--- src/rtl/cbr_pkg.sv ---
// Shared definitions for the conditional branch resolution unit.
// Assumes 32-bit instruction words with field bit 0 at the MSB.
package cbr_pkg;
    localparam int INSN_W   = 32;
    localparam int OPC_W    = 6;
    localparam int OPT_W    = 5;
    localparam int IDX_W    = 5;
    localparam int DISP_W   = 14;
    localparam logic [OPC_W-1:0] OPC_CBRANCH = 6'd16;

    // Decoded instruction fields
    typedef struct packed {
        logic [OPT_W-1:0]  bo;
        logic [IDX_W-1:0]  bi;
        logic [DISP_W-1:0] bd;
        logic              aa;
        logic              lk;
    } br_fields_t;
endpackage

--- src/rtl/cbr_decode.sv ---
// Field extractor: splits the instruction word and flags the branch opcode.
// Assumes the standard 32-bit layout; purely combinational.
module cbr_decode
    import cbr_pkg::*;
(
    input  logic [INSN_W-1:0] instr,
    output logic              hit,
    output br_fields_t        fld
);
    // Opcode match and field split
    always_comb begin
        hit    = (instr[INSN_W-1 -: OPC_W] == OPC_CBRANCH);
        fld.bo = instr[25:21];
        fld.bi = instr[20:16];
        fld.bd = instr[15:2];
        fld.aa = instr[1];
        fld.lk = instr[0];
    end
endmodule

--- src/rtl/cbr_cond_eval.sv ---
// Count decrement and taken-condition evaluator.
// Assumes the condition register is numbered MSB-first (index 0 = bit 31).
module cbr_cond_eval
    import cbr_pkg::*;
#(
    parameter int CNT_W = 32,
    parameter int CR_W  = 32
) (
    input  logic [OPT_W-1:0] bo,
    input  logic [IDX_W-1:0] bi,
    input  logic [CR_W-1:0]  cr,
    input  logic [CNT_W-1:0] ctr,
    output logic [CNT_W-1:0] ctr_new,
    output logic             pass
);
    logic [IDX_W-1:0] cr_pos;
    logic             cr_bit;
    logic             cnt_ok;
    logic             cond_ok;

    // Decrement, select the condition bit and combine both tests
    always_comb begin
        ctr_new = bo[2] ? ctr : ctr - CNT_W'(1);
        cr_pos  = ~bi;                      // 31 - bi for a 5-bit index
        cr_bit  = cr[cr_pos];
        cnt_ok  = bo[2] | ((ctr_new == '0) == bo[1]);
        cond_ok = bo[4] | (cr_bit == bo[3]);
        pass    = cnt_ok & cond_ok;
    end
endmodule

--- src/rtl/cbr_target.sv ---
// Target and return-address generator.
// Shares one adder: the base is zero for absolute targets.
module cbr_target
    import cbr_pkg::*;
#(
    parameter int ADDR_W    = 32,
    parameter int INSN_STEP = 4
) (
    input  logic [DISP_W-1:0] bd,
    input  logic              aa,
    input  logic [ADDR_W-1:0] pc,
    output logic [ADDR_W-1:0] tgt,
    output logic [ADDR_W-1:0] link
);
    localparam int OFF_W = DISP_W + 2;

    logic [ADDR_W-1:0] offset;
    logic [ADDR_W-1:0] base;

    // Sign-extend word displacement and add to the selected base
    always_comb begin
        offset = {{(ADDR_W-OFF_W){bd[DISP_W-1]}}, bd, 2'b00};
        base   = aa ? '0 : pc;
        tgt    = base + offset;
        link   = pc + ADDR_W'(INSN_STEP);
    end
endmodule

--- src/rtl/cbr_unit.sv ---
// Conditional branch resolution unit, top level.
// Resolves one candidate instruction per cycle; results appear one cycle later.
// Assumes synchronous active-low reset.
module cbr_unit
    import cbr_pkg::*;
#(
    parameter int ADDR_W    = 32,
    parameter int CNT_W     = 32,
    parameter int CR_W      = 32,
    parameter int INSN_STEP = 4
) (
    input  logic              clk,
    input  logic              rst_n,
    input  logic [INSN_W-1:0] instr,
    input  logic [ADDR_W-1:0] pc,
    input  logic [CR_W-1:0]   cr,
    input  logic [CNT_W-1:0]  ctr,
    output logic              out_valid,
    output logic              taken,
    output logic [ADDR_W-1:0] target,
    output logic [CNT_W-1:0]  ctr_next,
    output logic              lr_we,
    output logic [ADDR_W-1:0] lr_data
);
    logic              dec_hit;
    br_fields_t        dec_fld;
    logic [CNT_W-1:0]  ev_ctr;
    logic              ev_pass;
    logic [ADDR_W-1:0] tg_addr;
    logic [ADDR_W-1:0] tg_link;

    cbr_decode u_dec (
        .instr (instr),
        .hit   (dec_hit),
        .fld   (dec_fld)
    );

    cbr_cond_eval #(.CNT_W(CNT_W), .CR_W(CR_W)) u_eval (
        .bo      (dec_fld.bo),
        .bi      (dec_fld.bi),
        .cr      (cr),
        .ctr     (ctr),
        .ctr_new (ev_ctr),
        .pass    (ev_pass)
    );

    cbr_target #(.ADDR_W(ADDR_W), .INSN_STEP(INSN_STEP)) u_tgt (
        .bd   (dec_fld.bd),
        .aa   (dec_fld.aa),
        .pc   (pc),
        .tgt  (tg_addr),
        .link (tg_link)
    );

    // Register the resolved outcome; non-branch words pass the count through
    always_ff @(posedge clk) begin
        if (!rst_n) begin
            out_valid <= 1'b0;
            taken     <= 1'b0;
            target    <= '0;
            ctr_next  <= '0;
            lr_we     <= 1'b0;
            lr_data   <= '0;
        end else begin
            out_valid <= dec_hit;
            taken     <= dec_hit & ev_pass;
            target    <= tg_addr;
            ctr_next  <= dec_hit ? ev_ctr : ctr;
            lr_we     <= dec_hit & dec_fld.lk;
            lr_data   <= tg_link;
        end
    end
endmodule

--- config.mk ---
export PLATFORM = sky130hd
export DESIGN_NAME = cbr_unit
export DESIGN_NICKNAME = d
export VERILOG_FILES = /design/src/rtl/cbr_pkg.sv /design/src/rtl/cbr_decode.sv /design/src/rtl/cbr_cond_eval.sv /design/src/rtl/cbr_target.sv /design/src/rtl/cbr_unit.sv
export SDC_FILE = /design/constraint.sdc
export NUM_CORES = 1
export LEC_CHECK = 0
export ABC_AREA = 1
export ABC_CLOCK_PERIOD_IN_PS = 2100
export BUFFER_PORTS_ARGS = -buffer_cell sky130_fd_sc_hd__buf_2
export CAP_MARGIN = 10
export CELL_PAD_IN_SITES_DETAIL_PLACEMENT = 2
export CELL_PAD_IN_SITES_GLOBAL_PLACEMENT = 2
export CORE_AREA = 2 2 189 191
export CTS_CLUSTER_DIAMETER = 80
export DETAILED_ROUTE_END_ITERATION = 8
export DIE_AREA = 0 0 191 193
export PLACE_DENSITY = 0.78
export SETUP_SLACK_MARGIN = 0.05
export SYNTH_ARGS = -nofsm -noshare
export SYNTH_HDL_FRONTEND = slang
export SYNTH_HIERARCHICAL = 1
export SYNTH_SLANG_ARGS = --single-unit
--- constraint.sdc ---
create_clock -name clk -period 2.1 [get_ports clk]
set_clock_uncertainty 0.15 [all_clocks]
set_input_delay 0.105 -clock clk [delete_from_list [all_inputs] [get_ports clk]]
set_output_delay 0.105 -clock clk [all_outputs]
set_load 0.02 [all_outputs]
## After elaboration in Yosys (flattened, before gate mapping)

Index checks and enable logic that the tools add are counted.

| word-level totals | value |
|---|---|
| output and inout bits | 99 |
| input port bits | 130 |
| word-level logic and storage cells | 25 |
| register bits | 99 |

| cells by class | value |
|---|---|
| add/subtract/negate cells | 3 |
| bitwise logic cells | 6 |
| mux-type cells | 5 |
| reductions and logical operators | 1 |
| eq/ne operators | 3 |
| magnitude comparators | 1 |

Operators by type and width:

| cell | count |
|---|---|
| 32-bit 2-to-1 mux | 3 |
| 32-bit by 3-bit adder with 32-bit output (second input constant) | 1 |
| 32-bit adder | 1 |
| 32-bit logical NOT | 1 |
| 32-bit by 1-bit subtractor with 32-bit output (second input constant) | 1 |
| 6-bit by 5-bit equality test with 1-bit output (second input constant) | 1 |
| 5-bit by 6-bit less-than comparator with 1-bit output (second input constant) | 1 |
| 1-bit binary-select mux with 5-bit select | 1 |
| 5-bit inverter | 1 |
| 1-bit bitwise AND | 3 |
| 1-bit equality test | 2 |
| 1-bit OR | 2 |
| 1-bit 2-to-1 mux | 1 |

## Depth between registers and ports, before layout

Gate-level depths: netlist (run 1).

| depth | value |
|---|---|
| depth after elaboration | 7 |
| mapped depth | 20 |
| mapped depth without buffers | 20 |

## Cells and area by module

The synthesis (run 1) kept the hierarchy.

Modules (own cells, without submodules):

| module | seq. area each (µm²) | instances | cells each | area an instance (µm²) |
|---|---|---|---|---|
| cbr_unit | 1981.9 | 1 | 411 | 3226.8 |
| cbr_target | 0.0 | 1 | 640 | 3140.5 |
| cbr_cond_eval | 0.0 | 1 | 352 | 1686.6 |
| cbr_decode | 0.0 | 1 | 32 | 220.2 |

## Worst setup path before layout (run 1)

No wires, ideal clock.

| timing | value |
|---|---|
| path kind | in2reg |
| start | in instr[1] |
| end | reg target[18] |
| slack | -0.062 ns |
| path buffers | 2 |
| data arrival time | 1.956 ns |
| data required time | 1.894 ns |
| library setup time | 0.056 ns |
| cell stages on the path | 16 |
| path through | buf_4 -> clkbuf_1 -> nor2_1 -> ha_1 -> inv_1 -> fa_1 -> inv_1 -> nand3_1 -> nand3_1 -> nand2_1 -> nand2_1 -> nand3_1 -> nand2_1 -> xor2_1 -> nand2_1 -> inv_1 |

| between the ends | value |
|---|---|
| longest elaborated chain between the ends | 2 |

RTL lines:

| item | line | text |
|---|---|---|
| from (decl) | cbr_unit.sv:14 | `input logic [INSN_W-1:0] instr,` |
| 32-bit 2-to-1 mux | cbr_target.sv:23 | `base = aa ? '0 : pc;` |
| 32-bit adder | cbr_target.sv:24 | `tgt = base + offset;` |
| net tg_addr[18] | cbr_unit.sv:29 | `logic [ADDR_W-1:0] tg_addr;` |
| to (signal assigned) | cbr_unit.sv:67 | `target <= tg_addr;` |
| to (decl) | cbr_unit.sv:20 | `output logic [ADDR_W-1:0] target,` |

The timed path passes the listed nets, and every way through them passes these cells.
A chain may end at the register's enable or synchronous reset.

## Worst setup path in the final report (run 1)

| timing | value |
|---|---|
| start | in ctr[2] |
| end | reg taken |

| between the ends | value |
|---|---|
| longest elaborated chain between the ends | 7 |

RTL lines:

| item | line | text |
|---|---|---|
| from (decl) | cbr_unit.sv:17 | `input logic [CNT_W-1:0] ctr,` |
| 32-bit by 1-bit subtractor with 32-bit output | cbr_cond_eval.sv:23 | `ctr_new = bo[2] ? ctr : ctr - CNT_W'(1);` |
| 32-bit 2-to-1 mux (*) | cbr_cond_eval.sv:23 |  |
| 32-bit logical NOT (*) | cbr_cond_eval.sv:26 | `cnt_ok = bo[2] \| ((ctr_new == '0) == bo[1]);` |
| 1-bit equality test (*) | cbr_cond_eval.sv:26 |  |
| 1-bit OR (*) | cbr_cond_eval.sv:26 |  |
| 1-bit bitwise AND (*) | cbr_cond_eval.sv:28 | `pass = cnt_ok & cond_ok;` |
| net ev_pass | cbr_unit.sv:28 | `logic ev_pass;` |
| 1-bit bitwise AND (*) | cbr_unit.sv:66 | `taken <= dec_hit & ev_pass;` |
| to (signal assigned) | cbr_unit.sv:66 |  |
| to (decl) | cbr_unit.sv:19 | `output logic taken,` |

Mark *: on every way through the listed nets, which the timed path passes. The rest lies on a longest branch.

==> results of run 1 <==
[timing repair]
| action | in CTS | in global routing |
|---|---|---|
| hold endpoints to repair | 49 | 0 |
| setup buffers | 0 | 16 |
| endpoints found under the setup margin | 1 | 19 |
| pin swaps | 0 | 39 |
| hold buffers | 46 | 0 |
| gates resized for setup | 1 | 80 |
[power by group]
group	internal [mW]	total [mW]	switching [mW]	leakage (nW)
combinational	0.852	2.20	1.35	6.14
sequential	2.02	2.06	0.0462	0.824
clock	1.20	2.05	0.853	0.163
[metrics by stage]
step	setup WS [ns]	instance area, um2	std cells	hold WS [ns]
3_5_place_dp	-0.3412	10940	2241	0.1749
4_1_cts	0.06183	11750	2303	0.00002726
2_1_floorplan	0.05629	8280	1434	0.08436
3_3_place_gp	-0.1940	10940	2241	0.1639
6_report	0.008455	12140	2326	0.01250
5_1_grt	-0.2234	12140	2326	0.006827
[worst min path at each step]
stage	from	endpoint	cells after the start
detailed placement	pc[1]	lr_data[1]	3
CTS	pc[12]	lr_data[12]	5
finish	pc[12]	lr_data[12]	5
global placement	pc[0]	lr_data[0]	3
global route	pc[12]	lr_data[12]	5
floorplan	ctr[0]	ctr_next[0]	2
[area by class of cell]
type / instances / area, um2 / share of cell area [%]
antenna: 7 / 17.52 / 0.1443
sequential: 99 / 1982 / 16.33
multi-input combinational: 991 / 5029 / 41.43
timing repair buffer: 460 / 3083 / 25.40
tap: 461 / 576.8 / 4.752
inverter: 292 / 1106 / 9.112
clock inverter: 4 / 97.59 / 0.8040
clock buffer: 12 / 246.5 / 2.031
[state kept, by name (all words and copies together) (netlist names)]
signal,flops
lr_we,1
target,32
ctr_next,32
out_valid,1
taken,1
lr_data,32
[cells in the final DEF (no fill, tap or decap), types with 7 or more instances in the layout]
cell type	n
nand2_1	445
nor2_1	196
clkbuf_16	9
nor2_2	41
nand3_1	55
diode_2	7
nand4_1	21
nor3_1	16
dlygate4sd3_1	42
xor2_1	43
buf_4	182
a21oi_1	21
nand3b_1	7
inv_1	285
dfxtp_1	99
nand3_2	10
ha_1	27
o21ai_0	21
nor2_4	17
buf_2	222
nand2_2	25
[layer usage]
| layer | up-vias | GRT usage (%) | part of all wire, % |
|---|---|---|---|
| met5 | - | 0 | 0 |
| met4 | 0 | 8.289 | 3.4 |
| met3 | 87 | 3.294 | 3.7 |
| met2 | 307 | 44.31 | 53 |
| met1 | 5261 | 25.47 | 40 |
| li1 | 5091 | - | - |
==> flow_metrics.env, run 1 <==
export IMPL_die_area_mm2=0.03686
export IMPL_dp_hpwl_mm=33.00
export IMPL_cts_buffers=9
export IMPL_grt_pass1_wl_mm=64.63
export IMPL_maxCapViolCount=0
export IMPL_grt_ovfl_total=0
export IMPL_gp_congestion=0.9158
export IMPL_slowest_stage="nor2_4"
export IMPL_tns_ns=0
export IMPL_critical_path_max_stage_delay_ns=0.18
export IMPL_maxSlewHeadroom_pct=65.63
export IMPL_rsz0062_at_grt="yes"
export IMPL_core_area_mm2=0.03496
export IMPL_power_leakage_nw=7.125
export IMPL_power_mw=6.320
export IMPL_timing_hold_violations_final=0
export IMPL_finalCriticalPeriod_ns=2.092
export IMPL_ant_nets=0
export IMPL_htreeDepth=3
export IMPL_tightestPinTransition_ns=0.5101
export IMPL_worstPathMaxFanout=4
export IMPL_fin_nets=2015
export IMPL_crit_end="taken"
export IMPL_drc=0
export IMPL_ys_warn_count=6
export IMPL_vias=10750
export IMPL_tritoncts="yes"
export IMPL_cp_num_cells=19
export IMPL_period_share_pct=99.60
export IMPL_cp_start_kind="input port"
export IMPL_die_h_um=193
export IMPL_cts_root_buf="clkbuf_16"
export IMPL_num_io_pins=229
export IMPL_ir_drop_mv=0.3844
export IMPL_drive_above_1_share_pct=29.49
export IMPL_cp_num_buf_inv=4
export IMPL_start_util_pct=23.64
export IMPL_clkSlewWorstSetupHoldPaths_ns=0.07
export IMPL_outcome="finished, final reports clean"
export IMPL_syn_nets=1596
export IMPL_grt_usage_pct=22.99
export IMPL_area_delta_synth_final_pct=46.83
export IMPL_final_max_slew_violation_count=0
export IMPL_critPathRequiredTime_ns=2.26
export IMPL_end_kind="register"
export IMPL_cts_path_max_buffers=2
export IMPL_antenna_found_initial=6
export IMPL_chipWidth_um=191
export IMPL_crit_arrival_ns=2.26
export IMPL_grt_max_degree=93
export IMPL_cp_top_family="simple AND/OR/NAND/NOR gates"
export IMPL_syn_cell_area_mm2=0.008267
export IMPL_fillers=4346
export IMPL_fin_util_pct=34.71
export IMPL_io_buffer_count=227
export IMPL_wl_mm=46.29
export IMPL_clock_fmax_ghz=0.4781
export IMPL_cp_startpoint="ctr[2]"
export IMPL_cellPowerDensity_mw_per_mm2=520.7
export IMPL_worstSetupPathType="input port to register"
export IMPL_post_drt_wl_per_cell_um=19.90
export IMPL_drtPass1Iterations=5
export IMPL_viasPerCell=4.620
export IMPL_drt_iter0_drc=382
export IMPL_avgSynthCellArea_um2=5.765
export IMPL_syn_instance_count=1434
export IMPL_cts_sinks=99
export IMPL_setup_violations=0
export IMPL_hold_path_class="input port to register"
export IMPL_path_cells="buf_2 > inv_1 > buf_4 > nand2_1 > nor2_4 > nand2_4 > nor2_4 > nand3_2 > nand2_2 > nand2_1 > nor2_2 > nand3_2 > nor2_4 > nand3_2 > nand2_2 > nor2_2 > nor2_1 > inv_1 > nor2_1"
export IMPL_fp_row_count=69
export IMPL_grt_pass1_vias=11820
Power figures use the tool's default switching activity.
==> run 2, diff against run 1 <==
--- a/config.mk
+++ b/config.mk
@@ -6,7 +6,6 @@
 export NUM_CORES = 1
 export LEC_CHECK = 0
 export ABC_AREA = 1
-export ABC_CLOCK_PERIOD_IN_PS = 2100
 export BUFFER_PORTS_ARGS = -buffer_cell sky130_fd_sc_hd__buf_2
 export CAP_MARGIN = 10
 export CELL_PAD_IN_SITES_DETAIL_PLACEMENT = 2
==> constraint.sdc (replaced) <==
create_clock -name clk -period 1.7 [get_ports clk]
set_clock_uncertainty 0.15 [all_clocks]
set_input_delay 0.085 -clock clk [delete_from_list [all_inputs] [get_ports clk]]
set_output_delay 0.085 -clock clk [all_outputs]
set_load 0.02 [all_outputs]
==> run 2 against run 1 <==
Compared with the run above:
- the run now ends with negative setup slack left
- critical endpoint unchanged
- final area is 18% higher
- power is 38% higher
- clock power is 23% higher
==> flow_metrics.env, run 2 (synthesized netlist as in run 1, its figures left out) <==
export IMPL_outcome="finished with violations"
export IMPL_violations="negative setup slack"
export IMPL_fillers=4111
export IMPL_worstSetupPathType="input port to register"
export IMPL_chipWidth_um=191
export IMPL_cts_buffers=9
export IMPL_rsz0062_at_grt="yes"
export IMPL_multi_input_area_mm2=0.006284
export IMPL_path_cells="buf_2 > inv_1 > buf_4 > nand2_1 > nor2_1 > nand2_1 > nor2_1 > nand2_1 > nand2_1 > nand2_2 > nor2_1 > nand3_1 > nor2_4 > nand3_2 > nand2_2 > nor2_2 > nor2_1 > inv_1 > nor2_1"
export IMPL_end_kind="register"
export IMPL_drc=0
export IMPL_drive_above_1_share_pct=44.41
export IMPL_power_mw=8.693
export IMPL_vias=12130
export IMPL_cp_start_kind="input port"
export IMPL_tritoncts="yes"
export IMPL_post_drt_wl_per_cell_um=25.51
export IMPL_fin_util_pct=40.93
export IMPL_die_h_um=193
export IMPL_drt_iter0_drc=561
export IMPL_gp_congestion=0.8900
export IMPL_critPathRequiredTime_ns=1.87
export IMPL_area_delta_synth_final_pct=73.12
export IMPL_top_regs="ctr_next (32), lr_data (32), target (32)"
export IMPL_ant_nets=0
export IMPL_htreeDepth=3
export IMPL_core_area_mm2=0.03496
export IMPL_dpl_worst_slack_ns=-0.7403
export IMPL_clkSlewWorstSetupHoldPaths_ns=0.07
export IMPL_die_area_mm2=0.03686
export IMPL_final_common_cell="nand2_1"
export IMPL_wl_mm=62.04
export IMPL_dp_hpwl_mm=36.26
export IMPL_setup_ws_ns=-0.4266
export IMPL_crit_arrival_ns=2.30
export IMPL_grt_pass1_vias=13600
export IMPL_maxCapViolCount=0
export IMPL_final_max_slew_violation_count=0
export IMPL_cp_num_cells=19
export IMPL_io_buffer_count=227
export IMPL_cp_top_family="simple AND/OR/NAND/NOR gates"
export IMPL_grt_usage_pct=29.01
export IMPL_viasPerCell=4.988
export IMPL_cp_num_buf_inv=4
export IMPL_fin_nets=2125
export IMPL_ir_drop_mv=0.6523
export IMPL_maxSlewHeadroom_pct=66.56
export IMPL_hold_path_class="input port to register"
export IMPL_timing_hold_violations_final=0
export IMPL_holdWs_ns=0.02073
export IMPL_period_share_pct=125.1
export IMPL_fp_row_count=69
export IMPL_antenna_found_initial=4
export IMPL_worstPathMaxFanout=2
export IMPL_grt_pass1_wl_mm=80.05
export IMPL_clock_fmax_ghz=0.4702
export IMPL_tightestPinTransition_ns=0.4997
export IMPL_ff_latch_area_mm2=0.001982
export IMPL_num_io_pins=229
export IMPL_setup_violations=21
export IMPL_cts_root_buf="clkbuf_16"
export IMPL_start_util_pct=23.64
export IMPL_cellPowerDensity_mw_per_mm2=607.4
export IMPL_cts_sinks=99
export IMPL_cp_common_cell="nor2_1"
export IMPL_grt_max_degree=43
export IMPL_cts_path_max_buffers=2
export IMPL_hold_depth=5
export IMPL_critical_path_max_stage_delay_ns=0.24
export IMPL_power_leakage_nw=7.906
export IMPL_grt_ovfl_total=0
export IMPL_layout_common_cells="369 x nand2_1, 293 x buf_4, 269 x inv_1"
export IMPL_drtPass1Iterations=5
export IMPL_slowest_stage="inv_1"
export IMPL_finalCriticalPeriod_ns=2.127
[run 2: through the flow]
stage | TNS [ns] | area, um2 | cells
detailed placement | -16.59 | 11990 | 2346
finish | -2.173 | 14310 | 2432
floorplan | -1.641 | 8544 | 1434
global placement | -11.83 | 11990 | 2346
CTS | -0.2093 | 13180 | 2413
global route | -3.501 | 14310 | 2432
[run 2: worst paths after layout]
path / slack [ns] / to / startpoint
min: 0.02 / lr_data[2] / pc[2]
max: -0.43 / taken / ctr[23]
[run 2: tightest hold or removal path, stage by stage]
cell	delay, ns
buf_2	0.10
inv_2	0.05
buf_4	0.16
nand2_1	0.08
inv_1	0.04
[run 2: what timing repair did]
item | 4_1_cts | 5_1_grt
pin swaps | 43 | 95
hold buffers | 36 | 0
gates cloned | 0 | 2
buffers inserted | 15 | 20
gates resized for setup | 99 | 239
setup endpoints to repair | 25 | 36
hold endpoints to repair | 48 | 0
[run 2: final cells by class]
type | count | share of cell area (%)
clock inverters | 5 | 0.5945
diodes | 3 | 0.05246
repair buffers | 570 | 27.97
well taps | 461 | 4.030
multi-input cells | 991 | 43.91
clock buffers | 11 | 1.766
inverters | 292 | 7.834
flip-flops and latches | 99 | 13.85
[run 2: power by group]
group,leakage (nW),internal (mW),switching [mW]
Combinational,6.92,1.42,2.19
Sequential,0.824,2.49,0.0678
Clock,0.162,1.38,1.15
[run 2: routing by layer]
| layer | up-vias | routed length [um] | GRT usage [%] |
|---|---|---|---|
| met5 | - | 0 | 0 |
| met4 | 0 | 4656 | 17.11 |
| met3 | 275 | 2939 | 5.158 |
| met2 | 519 | 32690 | 56.79 |
| met1 | 6035 | 21760 | 28.37 |
| li1 | 5301 | - | - |
==> run 3, diff against run 2 <==
--- a/config.mk
+++ b/config.mk
@@ -5,15 +5,14 @@
 export SDC_FILE = /design/constraint.sdc
 export NUM_CORES = 1
 export LEC_CHECK = 0
-export ABC_AREA = 1
 export BUFFER_PORTS_ARGS = -buffer_cell sky130_fd_sc_hd__buf_2
 export CAP_MARGIN = 10
 export CELL_PAD_IN_SITES_DETAIL_PLACEMENT = 2
 export CELL_PAD_IN_SITES_GLOBAL_PLACEMENT = 2
-export CORE_AREA = 2 2 189 191
+export CORE_AREA = 2 2 163 165
 export CTS_CLUSTER_DIAMETER = 80
 export DETAILED_ROUTE_END_ITERATION = 8
-export DIE_AREA = 0 0 191 193
+export DIE_AREA = 0 0 165 167
 export PLACE_DENSITY = 0.78
 export SETUP_SLACK_MARGIN = 0.05
 export SYNTH_ARGS = -nofsm -noshare
==> run 3 against run 2 <==
Compared with the run above:
- the flow still finishes with violations (negative setup slack)
- sequential share of layout area rose by 1.3 points
- worst hold slack improved by 0.020 ns
- non-clock buffer count is 9 lower
- critical path type unchanged
- largest power group unchanged
- sequential cell count unchanged
- critical path depth decreased by 9
- utilization grew 9.9 points
- final cell count down 32%
- largest cell class unchanged
- first-iteration DRC count down 9.6%
- count of clock-buffer cells in the layout is the same
- wire length decreased by 14%
==> flow_metrics.env, run 3 <==
export IMPL_cts_root_buf="clkbuf_16"
export IMPL_tightestPinTransition_ns=0.5074
export IMPL_cellPowerDensity_mw_per_mm2=665.3
export IMPL_fp_row_count=59
export IMPL_cp_num_buf_inv=2
export IMPL_ir_drop_mv=0.4873
export IMPL_layout_common_cells="251 x buf_4, 213 x buf_2, 99 x dfxtp_1"
export IMPL_area_delta_synth_final_pct=91.35
export IMPL_grt_pass1_vias=9696
export IMPL_maxCapViolCount=0
export IMPL_met1_usage_pct=34.50
export IMPL_tns_ns=-11.49
export IMPL_timing_hold_violations_final=0
export IMPL_worstSetupPathType="input port to register"
export IMPL_die_h_um=167
export IMPL_outcome="finished with violations"
export IMPL_fin_nets=1459
export IMPL_syn_instance_count=787
export IMPL_grt_ovfl_total=0
export IMPL_cp_common_cell="buf_6"
export IMPL_drive_above_1_share_pct=60.98
export IMPL_end_kind="register"
export IMPL_cp_top_family="simple AND/OR/NAND/NOR gates"
export IMPL_drtPass1Iterations=5
export IMPL_grt_max_degree=100
export IMPL_grt_pass1_wl_mm=64.52
export IMPL_drt_iter0_drc=507
export IMPL_grt_usage_pct=31.70
export IMPL_critPathRequiredTime_ns=1.85
export IMPL_crit_arrival_ns=2.87
export IMPL_core_area_mm2=0.02576
export IMPL_setup_ws_ns=-1.014
export IMPL_start_util_pct=26.55
export IMPL_htreeDepth=3
export IMPL_syn_cell_area_mm2=0.006840
export IMPL_cts_path_max_buffers=2
export IMPL_post_drt_wl_per_cell_um=32.30
export IMPL_cts_buffers=9
export IMPL_tritoncts="yes"
export IMPL_dp_hpwl_mm=25.65
export IMPL_clkSlewWorstSetupHoldPaths_ns=0.08
export IMPL_vias=8907
export IMPL_worstPathMaxFanout=5
export IMPL_avgSynthCellArea_um2=8.692
export IMPL_ant_nets=0
export IMPL_hold_path_class="input port to register"
export IMPL_rsz0062_at_grt="yes"
export IMPL_wl_mm=53.13
export IMPL_gp_congestion=0.8729
export IMPL_fillers=2637
export IMPL_setup_violations=46
export IMPL_chipWidth_um=165
export IMPL_final_common_cell="buf_4"
export IMPL_drc=0
export IMPL_cp_start_kind="input port"
export IMPL_critical_path_max_stage_delay_ns=0.62
export IMPL_antenna_found_initial=9
export IMPL_slowest_stage="or4_1"
export IMPL_power_mw=8.708
export IMPL_viasPerCell=5.415
export IMPL_die_area_mm2=0.02756
export IMPL_final_max_slew_violation_count=0
export IMPL_clock_fmax_ghz=0.3685
export IMPL_path_cells="buf_6 > nor4_4 > buf_6 > nand3b_1 > xnor2_1 > or4_1 > or4_4 > o41a_1 > a211oi_1 > and3_1"
export IMPL_grt_util_met2_pct=58.95
export IMPL_io_buffer_count=227
export IMPL_busiest_layer="met2"
export IMPL_finalCriticalPeriod_ns=2.714
export IMPL_num_io_pins=229
export IMPL_maxSlewHeadroom_pct=65.93
export IMPL_period_share_pct=159.6
export IMPL_ys_warn_count=6
export IMPL_gr_usage_met3_pct=4.035
export IMPL_cts_sinks=99
export IMPL_violations="negative setup slack"
export IMPL_top_regs="ctr_next (32), lr_data (32), target (32)"
export IMPL_power_leakage_nw=5.949
export IMPL_syn_nets=949
-- run 3: through the flow --
step	cell area, um2	util (%)	std cells	setup WS (ns)	hold slack (ns)
after floorplan	7327	-	787	-1.038	0.1012
after global routing	13090	50.80	1645	-0.9975	0.04067
after detailed placement	10120	39.27	1519	-1.379	0.1627
final	13090	50.80	1645	-1.014	0.04092
after global placement	10120	39.27	1519	-1.155	0.1564
after CTS	12110	47.02	1599	-0.7264	0.002802
-- run 3: layout make-up --
cell class              instances  area, um2  area share (%)
clock inverters                 5      82.58          0.6309
diodes                          8      20.02          0.1529
well taps                     335      419.2           3.202
flip-flops and latches         99       1982           15.14
clock buffers                  11      242.7           1.855
multi-input cells             611       6143           46.94
repair buffers                561       4133           31.57
inverters                      15      66.31          0.5066
-- run 3: timing repair --
item / CTS / global route
cloned: 3 / 0
pin swaps: 97 / 91
hold buffers: 15 / 0
setup buffers: 49 / 44
setup endpoints to repair: 44 / 57
hold endpoints to repair: 17 / 0
gates resized for setup: 225 / 137
-- run 3: final timing paths --
kind                  cells after the start  slack, ns      endpoint    start
worst max-delay path                     10      -1.01         taken   ctr[4]
worst min-delay path                      4       0.04  ctr_next[20]  ctr[20]
-- run 3: routing by layer --
metal  up-vias  routed length, um
li1       3742                  -
met5         -                  0
met4         0               3833
met2       496              27410
met3       214               2853
met1      4455              19030
-- run 3: power by group --
group          switching (mW)  leakage (nW)  total (mW)  internal, mW
combinational            2.02          4.96        3.66          1.64
sequential             0.0701         0.824        2.56          2.49
clock                    1.14         0.161        2.49          1.35
total                    3.23          5.95        8.71          5.48
